[config.mk]
export PLATFORM = sky130hd
export DESIGN_NAME = irq_chain_requester
export DESIGN_NICKNAME = d
export VERILOG_FILES = /design/src/rtl/irq_pkg.sv /design/src/rtl/irq_edge_detect.sv /design/src/rtl/irq_req_fsm.sv /design/src/rtl/irq_bus_drive.sv /design/src/rtl/irq_chain_requester.sv
export SDC_FILE = /design/constraint.sdc
export NUM_CORES = 1
export LEC_CHECK = 0
export ABC_AREA = 1
export CAP_MARGIN = 20
export CORE_AREA = 2 2 39 41
export DETAILED_ROUTE_END_ITERATION = 6
export DIE_AREA = 0 0 41 43
export SYNTH_ARGS = -nofsm -noshare
export SYNTH_HDL_FRONTEND = slang
export SYNTH_SLANG_ARGS = --single-unit
export TNS_END_PERCENT = 100
[constraint.sdc]
create_clock -name clk_i -period 2.8 [get_ports clk_i]
set_input_delay 0.7 -clock clk_i [delete_from_list [all_inputs] [get_ports clk_i]]
set_output_delay 0.7 -clock clk_i [all_outputs]
set_load 0.1 [all_outputs]
[src/rtl/irq_pkg.sv]
package irq_pkg;
  typedef enum logic [1:0] {
    ST_IDLE  = 2'd0,
    ST_ARMED = 2'd1,
    ST_PEND  = 2'd2,
    ST_SERVE = 2'd3
  } req_state_e;
endpackage

[src/rtl/irq_edge_detect.sv]
module irq_edge_detect (
  input  logic clk_i,
  input  logic rst_ni,
  input  logic d_i,
  output logic rise_o
);
  logic d_q;

  always_ff @(posedge clk_i or negedge rst_ni) begin
    if (!rst_ni) d_q <= 1'b0;
    else         d_q <= d_i;
  end

  assign rise_o = d_i & ~d_q;
endmodule

[src/rtl/irq_req_fsm.sv]
module irq_req_fsm
  import irq_pkg::*;
(
  input  logic       clk_i,
  input  logic       rst_ni,
  input  logic       en_i,
  input  logic       rise_i,
  input  logic       strobe_i,
  input  logic       ack_i,
  output req_state_e st_o
);
  req_state_e st_q, st_d;

  always_comb begin
    st_d = st_q;
    if (!en_i) begin
      st_d = ST_IDLE;
    end else begin
      unique case (st_q)
        ST_IDLE:  if (rise_i)   st_d = ST_ARMED;
        ST_ARMED: if (strobe_i) st_d = ST_PEND;
        ST_PEND:  if (ack_i)    st_d = ST_SERVE;
        ST_SERVE: if (!ack_i)   st_d = ST_IDLE;
        default:                st_d = ST_IDLE;
      endcase
    end
  end

  always_ff @(posedge clk_i or negedge rst_ni) begin
    if (!rst_ni) st_q <= ST_IDLE;
    else         st_q <= st_d;
  end

  assign st_o = st_q;
endmodule

[src/rtl/irq_bus_drive.sv]
module irq_bus_drive
  import irq_pkg::*;
#(
  parameter int unsigned       DATA_W = 8,
  parameter logic [DATA_W-1:0] INSTR  = 8'hC7
) (
  input  logic              en_i,
  input  req_state_e        st_i,
  input  logic              ack_i,
  input  logic              int_in_i,
  output logic              int_out_o,
  output logic [DATA_W-1:0] data_o,
  output logic              data_oe_o
);
  logic own_line;
  logic owned;

  // ack masks own request immediately, before state update
  assign own_line  = (st_i == ST_PEND) & ~ack_i;
  assign owned     = (st_i == ST_PEND) | (st_i == ST_SERVE);
  assign int_out_o = en_i ? (int_in_i | own_line) : int_in_i;
  assign data_oe_o = en_i & ack_i & owned;
  assign data_o    = data_oe_o ? INSTR : '0;
endmodule

[src/rtl/irq_chain_requester.sv]
module irq_chain_requester
  import irq_pkg::*;
#(
  parameter int unsigned       DATA_W = 8,
  parameter logic [DATA_W-1:0] INSTR  = 8'hC7
) (
  input  logic              clk_i,
  input  logic              rst_ni,
  input  logic              en_i,
  input  logic              src_i,
  input  logic              phi3_fall_i,
  input  logic              int_in_i,
  input  logic              ack_i,
  output logic              int_out_o,
  output logic [DATA_W-1:0] data_o,
  output logic              data_oe_o
);
  logic       src_rise;
  req_state_e st_q;

  irq_edge_detect u_edge (
    .clk_i  (clk_i),
    .rst_ni (rst_ni),
    .d_i    (src_i),
    .rise_o (src_rise)
  );

  irq_req_fsm u_fsm (
    .clk_i    (clk_i),
    .rst_ni   (rst_ni),
    .en_i     (en_i),
    .rise_i   (src_rise),
    .strobe_i (phi3_fall_i),
    .ack_i    (ack_i),
    .st_o     (st_q)
  );

  irq_bus_drive #(.DATA_W(DATA_W), .INSTR(INSTR)) u_drive (
    .en_i      (en_i),
    .st_i      (st_q),
    .ack_i     (ack_i),
    .int_in_i  (int_in_i),
    .int_out_o (int_out_o),
    .data_o    (data_o),
    .data_oe_o (data_oe_o)
  );
endmodule

# [After elaboration in Yosys (flattened, before gate mapping)]
# Cells that the tools add are included.
[word_totals] register_bits=3 in_bits=7 elab_cells=27
[op_classes] n_eq_ne=7 muxes=8 n_bitwise=8 n_reduce_logical=2
[ops] cell="$ne A3 B3 Y1 const B" n=4
[ops] cell="$mux W2" n=5
[ops] cell="$mux W8" n=1
[ops] cell="$pmux W2 S4" n=1
[ops] cell="$and A1 B1 Y1" n=4
[ops] cell="$eq A2 B2 Y1 const B" n=2
[ops] cell="$reduce_and A4 Y1" n=1
[ops] cell="$eq A2 B1 Y1 const B" n=1
[ops] cell="$logic_not A2 Y1" n=1
[ops] cell="$not A1 Y1" n=2
[ops] cell="$or A1 B1 Y1" n=2
[ops] cell="$mux W1" n=1

# [Longest topological paths before layout]
# Gate-level depths: netlist of run 1.
[depth] word_depth=5 depth_mapped=8 ltp_nobuf=8

# [Modules after synthesis]
# Synthesis of run 1 repeated with hierarchy kept, for this count alone.
[hier_totals] cells_unflattened=48 area_unflattened_um2=326.6
[by_module_without_submodules] mod="irq_req_fsm" instances=1 cells_per_inst=28 area_each_um2=195.2 seq_area_each_um2=50.0
[by_module_without_submodules] mod="irq_bus_drive" instances=1 cells_per_inst=17 area_each_um2=96.3 seq_area_each_um2=0.0
[by_module_without_submodules] mod="irq_edge_detect" instances=1 cells_per_inst=3 area_each_um2=35.0 seq_area_each_um2=25.0

# [Worst setup path after synthesis of run 1]
# No wires, ideal clock.
[synth_path] path_type="input to output" startpoint="in en_i" endpoint="out data_o[0]" t_arrival_ns=2.656 path_slack_ns=-0.556 path_stages=3 path_buffers=1 cell_sequence="nand2_2 nor2_1 buf_4"
[synth_via] elab_chain_cells=3
[synth_rtl] item="from (decl)" line_no="irq_chain_requester.sv:9" source="input logic en_i,"
[synth_rtl] item="$and A1 B1 Y1 (2 in a row)" line_no="irq_bus_drive.sv:22" source="assign data_oe_o = en_i & ack_i & owned;"
[synth_rtl] item="net data_oe_o" line_no="irq_chain_requester.sv:16" source="output logic data_oe_o"
[synth_rtl] item="$mux W8" line_no="irq_bus_drive.sv:23" source="assign data_o = data_oe_o ? INSTR : '0;"
[synth_rtl] item="to (decl)" line_no="irq_chain_requester.sv:15" source="output logic [DATA_W-1:0] data_o,"
# The timed path passes the listed nets, and every way through them passes these cells.

# [Final worst setup path of run 1]
[layout_path] startpoint="in en_i" endpoint="out data_o[7]"
[layout_via] elab_chain_cells=3
[layout_rtl] item="$and A1 B1 Y1 (2 in a row)" line_no="irq_bus_drive.sv:22"
[layout_rtl] item="$mux W8" line_no="irq_bus_drive.sv:23"
# No other way between the ends.

==> metrics, run 1 <==
Hold WC Path Type=flop to flop; Area Overhead vs Synth=69.48%; post-route ant nets=0; Synth Register Bits=3; CTS clock-pin slew for the worst setup and hold paths=40 ps; # DRC=0; global-route wire length before repair=993 µm; number of vias per cell=3.806; drt total wl=571 µm; share of cells above drive strength 1=30.36%; DR iter-0 viols=6; post-cts sizing count=0; Max-cap violations=0; Syn Inst Count=44; most common cell after layout, fill and taps aside=nand2_1; Die Y=43 µm; Fillers=143; mean post-synth cell area=7.081 µm²; period utilization=90.31%; Initial Utilization=22.51%; power per cell area=895.3 nW/µm²; die width=41 µm; Setup violations, final=0; drt wl/cell=7.931 µm; post-place setup slack=260.4 ps; most frequent cells in the layout=11 x nand2_1, 8 x buf_12, 7 x inv_1; Worst EP arrival=1830 ps; clk buf depth=2; Peak VDD IR=0.3021 mV; Final Hold Vio Count=0; H-tree depth=1; f_max=395.5 MHz; row count=14; Yosys cell types=12; clk_skew=3.167 ps; total leakage power=0.2728 nW; nets=68; Post-CTS Setup Repair Bufs=0; final slew viol count=0; Port Buffers=13; Max FO, Critical Path=6; CP Class=input port to output pin; status=completed; n_diodes=0; synthesized area=311.5 µm²; io pins=17; RD Place Congestion=0.6759; Startpoint Class=input port; largest net degree at the start of global routing=7; crit path capture type=output pin; Worst R2R Setup Slack=1510 ps; Register Area=75.07 µm²; TritonCTS clock tree=yes; grt ovf=0; multi-input logic area=160.2 µm²; Vias=274; vias in the first global route=272; total power=0.4727 mW; setup ws final=271.4 ps; synth warn=0; Seq/Total Area, Yosys=24.10%; # hold bufs at CTS=0; All-Layer GR Usage=9.073%; RSZ-0062 raised after global routing=false; TritonCTS Buffers=3; core box area=1384 µm²; Required @ worst endpoint=2100 ps; DPL Wire Length=499.8 µm; setup TNS=0 ps; initial antenna violation count=0; clk sink count=3; Clock Root Buffer=clkbuf_4; shortest period the worst path allows=2529 ps; post-layout util=38.16%; Worst-Skew Late Latency=230 ps; DRT Pass-1 Iters=4; die area=1763 µm²
cells by family after synthesis:
group | Yosys count | share of synthesized area [%]
adders and majority gates | 4 | 16.06
DFF | 3 | 24.10
buffers and inverters | 15 | 27.71
and+or+nand+nor | 20 | 28.11
other | 1 | 1.204
AOI/OAI and AO/OA | 1 | 2.812
registers in the layout (all words and copies together), names as in the netlist:
register,count
u_edge.d_q,1
u_fsm.st_o,2
critical path, stage by stage:
cell and delay (ps):
clkdlybuf4s50_1 550, nand2_2 90, nor2_2 150, buf_12 160, buf_12 170
synth_stat cells:
cell type	instances	share of area [%]
conb_1	1	1.2
a21oi_2	1	2.8
dfrtp_1	3	24
nand3_1	2	3.2
nor2_2	1	2.0
or2_2	1	2.0
nor2_1	3	3.6
nand2_1	11	13
nand2_2	2	4.0
buf_4	8	19
ha_1	4	16
inv_1	7	8.4
per-layer routing:
| metal | vias to the layer above | track usage, % | share of wire [%] |
|---|---|---|---|
| li1 | 142 | - | - |
| met1 | 121 | 6.515 | 32 |
| met2 | 11 | 15.00 | 58 |
| met3 | 0 | 3.665 | 11 |
| met4 | 0 | 10.00 | 0 |
| met5 | - | 0 | 0 |
path summary, 6_finish.rpt:
| kind | startpoint | end | cells past startpoint |
|---|---|---|---|
| max in group asynchronous | rst_ni | u_fsm.st_o[0]$_DFFE_PN0P_ | 1 |
| min reg2reg | u_fsm.st_o[1]$_DFFE_PN0P_ | u_fsm.st_o[1]$_DFFE_PN0P_ | 2 |
| max | en_i | data_o[7] | 5 |
| min | u_fsm.st_o[1]$_DFFE_PN0P_ | u_fsm.st_o[1]$_DFFE_PN0P_ | 2 |
| min in group asynchronous | rst_ni | u_fsm.st_o[1]$_DFFE_PN0P_ | 1 |
| max reg2reg | u_fsm.st_o[0]$_DFFE_PN0P_ | u_fsm.st_o[0]$_DFFE_PN0P_ | 8 |
where the power goes:
part	switching, mW	internal [mW]	total, mW
Combinational	0.210	0.114	0.323
Clock	0.0224	0.0534	0.0758
Sequential	0.0156	0.0582	0.0738
final cells by class:
cell class	count	area share, %
clock buffer	4	4.976
inverter	7	4.976
multi-input combinational	28	30.33
sequential	3	14.22
tap	16	3.791
timing repair buffer	14	41.71
per-stage QoR:
| stage | hold WS, ps | area, µm² | std cells |
|---|---|---|---|
| 6_report | 521.3 | 528.0 | 72 |
| 5_1_grt | 591.6 | 528.0 | 72 |
| 4_1_cts | 529.0 | 528.0 | 72 |
| 3_5_place_dp | 520.0 | 501.7 | 68 |
| 3_3_place_gp | 525.1 | 501.7 | 68 |
| 2_1_floorplan | 404.4 | 321.6 | 46 |
(Power assumes the default switching activity.)
==> run 2: changes to the inputs <==
--- a/config.mk
+++ b/config.mk
@@ -8,6 +8,7 @@
 export ABC_AREA = 1
 export CAP_MARGIN = 20
 export CORE_AREA = 2 2 39 41
+export CTS_CLUSTER_SIZE = 24
 export DETAILED_ROUTE_END_ITERATION = 6
 export DIE_AREA = 0 0 41 43
 export SYNTH_ARGS = -nofsm -noshare
==> results of run 2 <==
The final DEF is identical to that of run 1; final timing and power are the same.
